--- src/rtl/cellq_pkg.sv ---
package cellq_pkg;
  // configuration field select codes
  typedef enum logic [2:0] {
    FLD_BASE = 3'd0,
    FLD_LAST = 3'd1,
    FLD_WPTR = 3'd2,
    FLD_RPTR = 3'd3,
    FLD_MARK = 3'd4,
    FLD_DISC = 3'd5,
    FLD_CTRL = 3'd6,
    FLD_FILL = 3'd7
  } cfg_field_e;

  localparam int CTRL_EN_BIT   = 0;
  localparam int CTRL_MARK_BIT = 1;
  localparam int CTRL_DISC_BIT = 2;
  localparam int MIN_CELLS     = 4;
endpackage

--- src/rtl/cellq_cfg.sv ---
module cellq_cfg
  import cellq_pkg::*;
#(
  parameter int AW = 19
) (
  input  logic          clk,
  input  logic          rst_n,
  input  logic          we,
  input  logic [2:0]    sel,
  input  logic [AW-1:0] wdata,
  output logic [AW-1:0] base_cell,
  output logic [AW-1:0] last_cell,
  output logic [AW-1:0] mark_thr,
  output logic [AW-1:0] disc_thr,
  output logic          q_en,
  output logic          mark_en,
  output logic          disc_en,
  output logic          ld_wptr,
  output logic          ld_rptr,
  output logic          ld_fill
);
  localparam int SPAN_MIN = MIN_CELLS - 1;

  logic [AW-1:0] base_q, base_d, last_q, last_d;
  logic [AW-1:0] mark_q, mark_d, disc_q, disc_d;
  logic          en_q, en_d, men_q, men_d, den_q, den_d;
  logic          geom_ok;
  cfg_field_e    fld;

  assign fld     = cfg_field_e'(sel);
  assign geom_ok = {1'b0, last_q} >= ({1'b0, base_q} + (AW+1)'(SPAN_MIN));

  always_comb begin
    base_d = base_q;
    last_d = last_q;
    mark_d = mark_q;
    disc_d = disc_q;
    en_d   = en_q;
    men_d  = men_q;
    den_d  = den_q;
    if (we) begin
      unique case (fld)
        FLD_BASE: if (!en_q) base_d = wdata;
        FLD_LAST: if (!en_q) last_d = wdata;
        FLD_MARK: mark_d = wdata;
        FLD_DISC: disc_d = wdata;
        FLD_CTRL: begin
          en_d  = wdata[CTRL_EN_BIT] && geom_ok;
          men_d = wdata[CTRL_MARK_BIT];
          den_d = wdata[CTRL_DISC_BIT];
        end
        default: ;
      endcase
    end
  end

  always_ff @(posedge clk or negedge rst_n) begin
    if (!rst_n) begin
      base_q <= '0;
      last_q <= '0;
      mark_q <= '0;
      disc_q <= '0;
      en_q   <= 1'b0;
      men_q  <= 1'b0;
      den_q  <= 1'b0;
    end else if (we) begin
      base_q <= base_d;
      last_q <= last_d;
      mark_q <= mark_d;
      disc_q <= disc_d;
      en_q   <= en_d;
      men_q  <= men_d;
      den_q  <= den_d;
    end
  end

  assign ld_wptr   = we && !en_q && (fld == FLD_WPTR);
  assign ld_rptr   = we && !en_q && (fld == FLD_RPTR);
  assign ld_fill   = we && !en_q && (fld == FLD_FILL);
  assign base_cell = base_q;
  assign last_cell = last_q;
  assign mark_thr  = mark_q;
  assign disc_thr  = disc_q;
  assign q_en      = en_q;
  assign mark_en   = men_q;
  assign disc_en   = den_q;

  // the queue never turns on over a region smaller than four cells
  assert_enable_geom_R2: assert property (@(posedge clk) disable iff (!rst_n)
    (q_en && !$past(q_en)) |-> ({1'b0, last_cell} >= {1'b0, base_cell} + (AW+1)'(SPAN_MIN)));

  // bounds hold while enabled
  assert_bounds_locked_R3: assert property (@(posedge clk) disable iff (!rst_n)
    $past(q_en) |-> ($stable(base_cell) && $stable(last_cell)));
endmodule

--- src/rtl/cellq_ptr.sv ---
module cellq_ptr #(
  parameter int AW = 19
) (
  input  logic          clk,
  input  logic          rst_n,
  input  logic          ld,
  input  logic [AW-1:0] ld_val,
  input  logic          adv,
  input  logic [AW-1:0] base_cell,
  input  logic [AW-1:0] last_cell,
  output logic [AW-1:0] ptr
);
  logic [AW-1:0] ptr_q, ptr_d;
  logic          at_last;

  assign at_last = (ptr_q == last_cell);

  always_comb begin
    ptr_d = ptr_q;
    if (ld)       ptr_d = ld_val;
    else if (adv) ptr_d = at_last ? base_cell : ptr_q + AW'(1);
  end

  always_ff @(posedge clk or negedge rst_n) begin
    if (!rst_n)          ptr_q <= '0;
    else if (ld || adv)  ptr_q <= ptr_d;
  end

  assign ptr = ptr_q;

  // without advance or load the pointer holds
  assert_ptr_hold_R8: assert property (@(posedge clk) disable iff (!rst_n)
    (!ld && !adv) |=> $stable(ptr));

  // leaving the last cell lands on the first cell
  assert_ptr_wrap_R4: assert property (@(posedge clk) disable iff (!rst_n)
    (adv && !ld && ptr == last_cell) |=> (ptr == $past(base_cell)));
endmodule

--- src/rtl/cellq_fill.sv ---
module cellq_fill #(
  parameter int AW = 19
) (
  input  logic          clk,
  input  logic          rst_n,
  input  logic          ld,
  input  logic [AW:0]   ld_val,
  input  logic          inc,
  input  logic          dec,
  input  logic [AW-1:0] base_cell,
  input  logic [AW-1:0] last_cell,
  input  logic [AW-1:0] mark_thr,
  input  logic [AW-1:0] disc_thr,
  output logic [AW:0]   fill,
  output logic          full,
  output logic          empty,
  output logic          over_mark,
  output logic          over_disc
);
  localparam int FW = AW + 1;

  logic [FW-1:0] fill_q, fill_d, cap;

  assign cap = {1'b0, last_cell} - {1'b0, base_cell} + FW'(1);

  always_comb begin
    fill_d = fill_q;
    if (ld)               fill_d = ld_val;
    else if (inc && !dec) fill_d = fill_q + FW'(1);
    else if (dec && !inc) fill_d = fill_q - FW'(1);
  end

  always_ff @(posedge clk or negedge rst_n) begin
    if (!rst_n)                 fill_q <= '0;
    else if (ld || inc || dec)  fill_q <= fill_d;
  end

  assign fill      = fill_q;
  assign full      = (fill_q >= cap);
  assign empty     = (fill_q == '0);
  assign over_mark = (fill_q >= {1'b0, mark_thr});
  assign over_disc = (fill_q >= {1'b0, disc_thr});

  // a lone accepted arrival adds exactly one cell
  assert_fill_up_R6: assert property (@(posedge clk) disable iff (!rst_n)
    (inc && !dec && !ld) |=> (fill == $past(fill) + FW'(1)));

  // paired arrival and departure net to zero
  assert_fill_pair_R6: assert property (@(posedge clk) disable iff (!rst_n)
    (inc && dec && !ld) |=> $stable(fill));
endmodule

--- src/rtl/cellq_mgr.sv ---
module cellq_mgr
  import cellq_pkg::*;
#(
  parameter int AW = 19
) (
  input  logic          clk,
  input  logic          rst_n,
  input  logic          cfg_we,
  input  logic [2:0]    cfg_sel,
  input  logic [AW-1:0] cfg_wdata,
  input  logic          enq_req,
  input  logic          enq_clp,
  input  logic          deq_req,
  output logic          q_enabled,
  output logic [AW-1:0] wr_cell,
  output logic [AW-1:0] rd_cell,
  output logic [AW:0]   fill_level,
  output logic          enq_ok,
  output logic          enq_drop_clp,
  output logic          enq_drop_full,
  output logic          deq_ok,
  output logic          deq_mark,
  output logic          deq_underflow
);
  localparam int SYNC_STAGES = 2;

  logic [SYNC_STAGES-1:0] rst_sync_q;
  logic                   rst_sn;

  always_ff @(posedge clk or negedge rst_n) begin
    if (!rst_n) rst_sync_q <= '0;
    else        rst_sync_q <= {rst_sync_q[SYNC_STAGES-2:0], 1'b1};
  end
  assign rst_sn = rst_sync_q[SYNC_STAGES-1];

  logic [AW-1:0] base_cell, last_cell, mark_thr, disc_thr;
  logic          q_en, mark_en, disc_en, ld_wptr, ld_rptr, ld_fill;
  logic          full, empty, over_mark, over_disc;
  logic          enq_live, deq_live, clp_hit;

  cellq_cfg #(.AW(AW)) u_cfg (
    .clk(clk), .rst_n(rst_sn), .we(cfg_we), .sel(cfg_sel), .wdata(cfg_wdata),
    .base_cell(base_cell), .last_cell(last_cell), .mark_thr(mark_thr),
    .disc_thr(disc_thr), .q_en(q_en), .mark_en(mark_en), .disc_en(disc_en),
    .ld_wptr(ld_wptr), .ld_rptr(ld_rptr), .ld_fill(ld_fill)
  );

  // arrival/departure decisions
  always_comb begin
    enq_live      = q_en && enq_req;
    deq_live      = q_en && deq_req;
    clp_hit       = disc_en && over_disc && enq_clp;
    enq_drop_full = enq_live && full;
    enq_drop_clp  = enq_live && !full && clp_hit;
    enq_ok        = enq_live && !full && !clp_hit;
    deq_ok        = deq_live && !empty;
    deq_underflow = deq_live && empty;
    deq_mark      = deq_ok && mark_en && over_mark;
  end

  cellq_ptr #(.AW(AW)) u_wptr (
    .clk(clk), .rst_n(rst_sn), .ld(ld_wptr), .ld_val(cfg_wdata), .adv(enq_ok),
    .base_cell(base_cell), .last_cell(last_cell), .ptr(wr_cell)
  );

  cellq_ptr #(.AW(AW)) u_rptr (
    .clk(clk), .rst_n(rst_sn), .ld(ld_rptr), .ld_val(cfg_wdata), .adv(deq_ok),
    .base_cell(base_cell), .last_cell(last_cell), .ptr(rd_cell)
  );

  cellq_fill #(.AW(AW)) u_fill (
    .clk(clk), .rst_n(rst_sn), .ld(ld_fill), .ld_val({1'b0, cfg_wdata}),
    .inc(enq_ok), .dec(deq_ok), .base_cell(base_cell), .last_cell(last_cell),
    .mark_thr(mark_thr), .disc_thr(disc_thr), .fill(fill_level), .full(full),
    .empty(empty), .over_mark(over_mark), .over_disc(over_disc)
  );

  assign q_enabled = q_en;

  // one arrival outcome at most
  assert_one_outcome_R7: assert property (@(posedge clk) disable iff (!rst_sn)
    $onehot0({enq_ok, enq_drop_clp, enq_drop_full}));

  // marks only ride on accepted departures
  assert_mark_on_dep_R10: assert property (@(posedge clk) disable iff (!rst_sn)
    deq_mark |-> deq_ok);

  // an underflow leaves the read side untouched
  assert_underflow_hold_R8: assert property (@(posedge clk) disable iff (!rst_sn)
    deq_underflow |=> ($stable(rd_cell) && (fill_level <= $past(fill_level) + 1'b1)));

  // disabled queue holds its fill level
  assert_disabled_hold_R11: assert property (@(posedge clk) disable iff (!rst_sn)
    (!q_enabled && !cfg_we) |=> $stable(fill_level));
endmodule

--- config.mk ---
export PLATFORM = sky130hd
export DESIGN_NAME = cellq_mgr
export DESIGN_NICKNAME = d
export VERILOG_FILES = /design/src/rtl/cellq_pkg.sv /design/src/rtl/cellq_cfg.sv /design/src/rtl/cellq_ptr.sv /design/src/rtl/cellq_fill.sv /design/src/rtl/cellq_mgr.sv
export SDC_FILE = /design/constraint.sdc
export NUM_CORES = 1
export LEC_CHECK = 0
export ABC_AREA = 1
export BUFFER_PORTS_ARGS = -buffer_cell sky130_fd_sc_hd__buf_4
export CELL_PAD_IN_SITES_DETAIL_PLACEMENT = 0
export CELL_PAD_IN_SITES_GLOBAL_PLACEMENT = 1
export CORE_ASPECT_RATIO = 0.9
export CORE_MARGIN = 1
export CORE_UTILIZATION = 41
export CTS_BUF_LIST = sky130_fd_sc_hd__clkbuf_16
export CTS_CLUSTER_SIZE = 10
export DETAILED_ROUTE_END_ITERATION = 8
export PLACE_DENSITY = 0.87
export SETUP_SLACK_MARGIN = 0.5
export SYNTH_ARGS = -nofsm -noshare
export SYNTH_HDL_FRONTEND = slang
export SYNTH_SLANG_ARGS = --single-unit
export TNS_END_PERCENT = 50
--- constraint.sdc ---
create_clock -name clk -period 4.1 [get_ports clk]
set_input_delay 0.615 -clock clk [delete_from_list [all_inputs] [get_ports clk]]
set_output_delay 0.615 -clock clk [all_outputs]
set_load 0.02 [all_outputs]
==> flow_summary.toml, run 1 <==
[detailed_routing]
wirelength_um = 43000
antenna_left = 0
routed_wire_length_per_instance_um = 18.1
dr_vias = 12700
drt_drc_violations_left = 0
avgViaCountPerCell = 5.36
drt_pass1_iterations = 7
initialDrtViolationCount = 1183

[placement]
dpl.hpwl_um = 32700
portBuffers = 92
gp_routability_congestion = 0.945
placed_area_sq_mm = 0.0147

[timing]
finalWorstPathRequiredPeriod_ns = 5.24
tightestPinTransition_ns = 1.24
maxSlewHeadroom = 0.168
fmaxAchievable_ghz = 0.191
timing.final.hold_violations = 0
timing.clock.skew_ns = 0.0160
hold_ws_ns = 0.232
grt_setup_unrepaired = "yes"
timing.final.crit_share = 1.28
slew_violations = 0
setup-violations-final = 23
worst_slack_ns = -1.14

[cts]
cts.root.buffer_cell = "sky130_fd_sc_hd__clkbuf_16"
clkTransAtPathRegs_ns = 0.07
clk_latency_ns = 0.44
tritoncts = "done"
cts_buffers = 17
cts_sinks = 139
cts-htree-levels = 4
clockBufferDepth = 2

[critical_path]
r2r-end = "u_fill.fill[13]"
reg2reg_launch_point = "u_cfg.last_cell[1]"
critPathCaptureType = "flop"
worst_path_most_repeated_cell = "sky130_fd_sc_hd__nand2_1"
critical_path_buf_inv_count = 8
critical_path.max_fanout = 6
critical_path_cell_count = 37
crit_path_top_delay_cell = "sky130_fd_sc_hd__dfrtp_1"
cp_top_family = "simple AND/OR/NAND/NOR gates"
reg2reg_setup_slack_ns = -1.14
setup.worst_path.class = "reg2reg"
cp.arrival_ns = 5.56
critical_path.max_stage_delay_ns = 0.37
worst_setup_path_start_kind = "flop"
required_ns = 4.43
worst_r2r_path_depth = 37

[layout]
postLayoutCellArea_sq_mm = 0.0160
antennaDiodeCount = 0
drive_gt1_frac = 0.243
syn2layout_area_growth_pct = 32.2
final_nets = 2127
utilization = 0.553

[yosys]
ys_seq_area_frac = 0.287
synth_cell_type_count = 42
yosys.area_share.simple = 0.304
yosysMostFrequentCell = "sky130_fd_sc_hd__nand2_1"
netlist_area_sq_mm = 0.0121
synthAdderAreaFrac = 0.144
yosys-mux-area-fraction = 0
syn-instance-count = 1713
synthFlopType = "sky130_fd_sc_hd__dfrtp_1"
synth_commonest_cells = "471 x sky130_fd_sc_hd__nand2_1, 174 x sky130_fd_sc_hd__inv_1, 142 x sky130_fd_sc_hd__nand3_1"
synthDominantCellAreaShare = 0.287
synth_fp_nets = 1879
number_of_flops_mapped_to_enable_cells_by_yosys = 0
postSynthAreaPerCell_sq_um = 7.08
synth_top_family_by_area = "simple AND/OR/NAND/NOR gates"
yosysWarningCount = 0
compound_gate_portion_of_the_synthesized_area = 0.111
netlist.top_cell.by_area = "sky130_fd_sc_hd__dfrtp_1"
synth-xor-area-share = 0.0744
async_flop_share = 1.00
synth-seq-cells = 139
synthTopCellsByArea = "sky130_fd_sc_hd__dfrtp_1 29%, sky130_fd_sc_hd__nand2_1 15%, sky130_fd_sc_hd__ha_1 14%"

[grt]
grt_pass1_vias = 11800
gr-total-overflow = 0
antenna_found_initial = 1
grt.total_usage = 0.289
grt_pass1_wl_um = 66800
grt_start_max_net_pins = 65

[hold_path]
holdCritPathClass = "reg2async"

[floorplan]
initial_utilization = 0.418
die_width_um = 183
count_of_pins_on_the_block_boundary = 93
floorplan.rows = 59
die_h_um = 165
core-area_sq_mm = 0.0290
fp.dieArea_sq_mm = 0.0303

[pwr]
power_per_cell_area_mw_per_mm2 = 930
cellLeakagePower_uw = 0.00821
ir_drop_mv = 0.451
post-layout-total-power_uw = 14900

[outcome]
failed_checks = "setup timing"
run_status = "finished with violations"

[run]
drv_cap = 0
-- cell families after synthesis --
logic type                 count (synthesis)
and+or+nand+nor                          845
buffers and inverters                    249
AOI/OAI and AO/OA                        238
DFF                                      139
adders and majority gates                138
xor gates and xnor gates                 103
other                                      1
-- where the power goes --
part | internal, uW | switching [uW] | total (uW)
Sequential | 1810 | 614 | 2420
Clock | 1020 | 679 | 1700
Combinational | 4840 | 5940 | 10800
-- worst max path at each step --
stage,start,end,slack [ns]
after CTS,u_cfg.base_cell[1],u_fill.fill[11],-0.95
final,u_cfg.last_cell[1],u_fill.fill[13],-1.14
after floorplan,u_cfg.last_cell[1],u_fill.fill[8],-1.29
after global routing,u_cfg.last_cell[1],u_fill.fill[12],-1.41
after global placement,u_cfg.last_cell[1],u_fill.fill[15],-1.13
after detailed placement,u_cfg.last_cell[1],u_fill.fill[15],-1.16
-- placed cells by master, fill, tap and decap left out, types with 7 or more instances in the layout --
cell type and n:
sky130_fd_sc_hd__dfrtp_1 138, sky130_fd_sc_hd__inv_2 20, sky130_fd_sc_hd__xnor2_1 41, sky130_fd_sc_hd__nand4_1 63, sky130_fd_sc_hd__a21oi_2 13, sky130_fd_sc_hd__buf_4 268, sky130_fd_sc_hd__ha_4 21, sky130_fd_sc_hd__ha_1 115
sky130_fd_sc_hd__nand3b_1 10, sky130_fd_sc_hd__o21ai_1 21, sky130_fd_sc_hd__nand2_2 28, sky130_fd_sc_hd__xor2_1 58, sky130_fd_sc_hd__nor2_2 10, sky130_fd_sc_hd__clkbuf_16 17, sky130_fd_sc_hd__nor3_1 16, sky130_fd_sc_hd__inv_1 170
sky130_fd_sc_hd__a21oi_1 49, sky130_fd_sc_hd__buf_6 7, sky130_fd_sc_hd__nand2_1 439, sky130_fd_sc_hd__nand3_1 126, sky130_fd_sc_hd__nand3_2 14, sky130_fd_sc_hd__o21bai_2 15, sky130_fd_sc_hd__nor2_1 101, sky130_fd_sc_hd__buf_12 7
sky130_fd_sc_hd__o22ai_1 12, sky130_fd_sc_hd__o21ai_0 102
-- per-layer routing --
layer,track usage,part of all wire,vias up
met4,0.0883,0.023,0
li1,-,-,6155
met1,0.422,0.47,6015
met2,0.441,0.44,481
met5,0,0,-
met3,0.0382,0.073,61
-- what timing repair did --
| action | in CTS | in global routing |
|---|---|---|
| hold buffers | 1 | 0 |
| endpoints found under the setup margin | 42 | 45 |
| endpoints found under the hold margin | 2 | 0 |
| buffers inserted | 15 | 5 |
| pin swaps | 45 | 12 |
| gates cloned | 1 | 0 |
| resized for setup | 91 | 24 |
-- per-stage QoR --
step,std cells,worst slack (ns),TNS [ns]
floorplan,1713,-1.29,-22.34
global placement,2316,-1.13,-16.48
detailed placement,2316,-1.16,-19.14
CTS,2365,-0.947,-17.46
global route,2370,-1.41,-30.05
finish,2370,-1.14,-21.10
-- state kept, by name, indices dropped and copies added, names as in the netlist --
signal / cells
u_wptr.ptr: 19
u_cfg.mark_en: 1
u_fill.fill: 20
u_rptr.ptr: 19
u_cfg.last_cell: 19
rst_sync_q: 2
u_cfg.q_en: 1
u_cfg.disc_thr: 19
u_cfg.disc_en: 1
u_cfg.base_cell: 19
u_cfg.mark_thr: 19
-- layout make-up --
cell class / instances / area, sq um
multi-input combinational: 1325 / 8420
clock inverter: 15 / 196
inverter: 194 / 739
timing repair buffer: 284 / 2270
fill: 2708 / 13000
tap: 396 / 495
sequential: 139 / 3480
clock buffer: 17 / 425
Note: power is estimated with default switching activity, not from simulation.
==> run 2: changes to the inputs <==
Settings changed: ABC_AREA 1 to 0, CORE_UTILIZATION 41 to 43.
==> run 2 against run 1 <==
Against the previous run: the flow still finishes with violations (setup timing); first-iteration DRC count down 26%; clock skew shrank 0.0063 ns; cell area down 8.6%; global-route usage fell by 1.5 points; area after synthesis is 11% lower; wire length is 19% lower.
==> flow_summary.toml, run 2 <==
[outcome]
run_status = "finished with violations"
failed_checks = "setup timing"

[layout]
largest_register_ffs = 20
antennaDiodeCount = 0
utilization = 0.599
drive_gt1_frac = 0.333
syn2layout_area_growth_pct = 35.8
layout_common_cells = "290 x sky130_fd_sc_hd__buf_4, 138 x sky130_fd_sc_hd__dfrtp_1, 128 x sky130_fd_sc_hd__ha_1, 90 x sky130_fd_sc_hd__xnor2_1, 84 x sky130_fd_sc_hd__nor2_1"
final_common_cell = "sky130_fd_sc_hd__buf_4"
final_nets = 1638

[yosys]
ys_seq_area_frac = 0.323
synthDominantCellAreaShare = 0.323
synth_commonest_cells = "139 x sky130_fd_sc_hd__dfrtp_1, 136 x sky130_fd_sc_hd__ha_1, 93 x sky130_fd_sc_hd__xnor2_1"
netlist.top_cell.by_area = "sky130_fd_sc_hd__dfrtp_1"
async_flop_share = 1.00
synth_fp_nets = 1348
synth_cell_type_count = 63
postSynthAreaPerCell_sq_um = 9.12
syn-instance-count = 1182
synth-seq-cells = 139
yosysWarningCount = 0
yosysMostFrequentCell = "sky130_fd_sc_hd__dfrtp_1"
synthFlopType = "sky130_fd_sc_hd__dfrtp_1"
synthTopCellsByArea = "sky130_fd_sc_hd__dfrtp_1 32%, sky130_fd_sc_hd__ha_1 16%, sky130_fd_sc_hd__xnor2_1 7.6%"
netlist_area_sq_mm = 0.0108
number_of_flops_mapped_to_enable_cells_by_yosys = 0

[hold_path]
worstHoldStart = "rst_sync_q[0]"
whs_path_depth = 0
min_delay_worst_endpoint = "rst_sync_q[1]"
holdCritPathClass = "reg2reg"

[grt]
grt_pass1_vias = 10100
grt.total_usage = 0.274
antenna_found_initial = 0
grt_pass1_wl_um = 55000
gr-total-overflow = 0
grt_start_max_net_pins = 71

[detailed_routing]
avgViaCountPerCell = 5.59
routed_wire_length_per_instance_um = 19.2
drt_pass1_iterations = 5
drt_drc_violations_left = 0
wirelength_um = 34900
dr_vias = 10200
antenna_left = 0
initialDrtViolationCount = 870

[placement]
gp_routability_congestion = 0.937
portBuffers = 92
dpl.hpwl_um = 25500

[floorplan]
initial_utilization = 0.441
die_width_um = 169
die_h_um = 152
floorplan.rows = 54
fp.dieArea_sq_mm = 0.0257
count_of_pins_on_the_block_boundary = 93
core-area_sq_mm = 0.0245

[critical_path]
r2r-end = "u_fill.fill[19]"
setup.worst_path.class = "reg2reg"
worst_path_most_repeated_cell = "sky130_fd_sc_hd__ha_4"
worst_setup_path_start_kind = "flop"
critPathCaptureType = "flop"
critical_path.max_stage_delay_ns = 0.52
worst_r2r_path_depth = 36
cp.arrival_ns = 7.00
critical_path.max_fanout = 5
reg2reg_setup_slack_ns = -2.60
crit_path_top_delay_cell = "sky130_fd_sc_hd__or4b_4"
reg2reg_launch_point = "u_cfg.base_cell[1]"
required_ns = 4.41

[cts]
tritoncts = "done"
cts_sinks = 139
cts_buffers = 17
cts-htree-levels = 4
clk_latency_ns = 0.43
cts.root.buffer_cell = "sky130_fd_sc_hd__clkbuf_16"
clockBufferDepth = 2
clkTransAtPathRegs_ns = 0.06

[timing]
maxSlewHeadroom = 0.286
timing.clock.skew_ns = 0.00967
fmaxAchievable_ghz = 0.149
slew_violations = 0
worst_slack_ns = -2.60
timing.final.hold_violations = 0
finalWorstPathRequiredPeriod_ns = 6.70
timing.final.crit_share = 1.63
setup-violations-final = 42
tightestPinTransition_ns = 1.07
grt_setup_unrepaired = "yes"

[run]
drv_cap = 0
-- run 2: metrics by stage --
stage | setup TNS [ns] | setup WS [ns] | instances | instance area, sq um | hold WS, ns
floorplan | -45.73 | -2.51 | 1182 | 10900 | 0.319
global placement | -53.47 | -2.57 | 1752 | 13200 | 0.337
detailed placement | -58.19 | -2.82 | 1752 | 13200 | 0.342
CTS | -61.44 | -2.61 | 1806 | 14300 | 0.356
global route | -73.37 | -2.88 | 1820 | 14600 | 0.377
finish | -64.53 | -2.60 | 1820 | 14600 | 0.351
-- run 2: worst max path at each step --
stage                       start  slack [ns]               to  cells past startpoint
5_1_grt        u_cfg.base_cell[1]       -2.88  u_fill.fill[19]                     36
3_3_place_gp   u_cfg.base_cell[1]       -2.57  u_fill.fill[18]                     34
3_5_place_dp   u_cfg.last_cell[1]       -2.82  u_fill.fill[18]                     35
2_1_floorplan  u_cfg.last_cell[1]       -2.51  u_fill.fill[18]                     34
4_1_cts        u_cfg.last_cell[1]       -2.61  u_fill.fill[18]                     36
6_report       u_cfg.base_cell[1]       -2.60  u_fill.fill[19]                     36
-- run 2: final cells by class --
type                            instances  area [sq um]
Fill cell                            2111          9810
Multi-Input combinational cell        921          7360
Sequential cell                       139          3480
Timing Repair Buffer                  314          2470
Clock buffer                           17           425
Tap cell                              336           420
Inverter                               79           305
Clock inverter                         14           181
-- run 2: repair_timing --
item / 4_1_cts / 5_1_grt
hold buffers: 1 / 0
setup endpoints to repair: 42 / 44
setup buffers: 22 / 13
hold endpoints to repair: 2 / 0
gates resized for setup: 57 / 56
pin swaps: 55 / 49
gates cloned: 0 / 1
-- run 2: worst max-delay path: cells and delay by family, from the launching register on --
kind / cells / cell delay, ns
and+or+nand+nor: 5 / 1.04
buffers and inverters: 6 / 0.59
xor gates and xnor gates: 2 / 0.23
adders and majority gates: 6 / 1.54
AOI/OAI and AO/OA: 17 / 2.75
DFF: 1 / 0.41
-- run 2: logic make-up after synthesis --
group / Yosys count / share of synthesized area
AOI/OAI and AO/OA: 294 / 0.177
xor gates and xnor gates: 121 / 0.0983
adders and majority gates: 138 / 0.162
buffers and inverters: 123 / 0.0437
DFF: 139 / 0.323
muxes: 60 / 0.0623
other: 1 / 0.000348
and+or+nand+nor: 306 / 0.134
-- run 2: metal layers --
metal  vias to the layer above  GRT usage  routed length (um)
met2                       354      0.447               16500
li1                       4837          -                   -
met1                      4947      0.365               15300
met4                         0     0.0628                 568
met5                         -          0                   0
met3                        35     0.0665                2550
Power of run 2 is not shown: default switching activity piles up to over one toggle a cycle in this logic, so the estimate is an artifact.
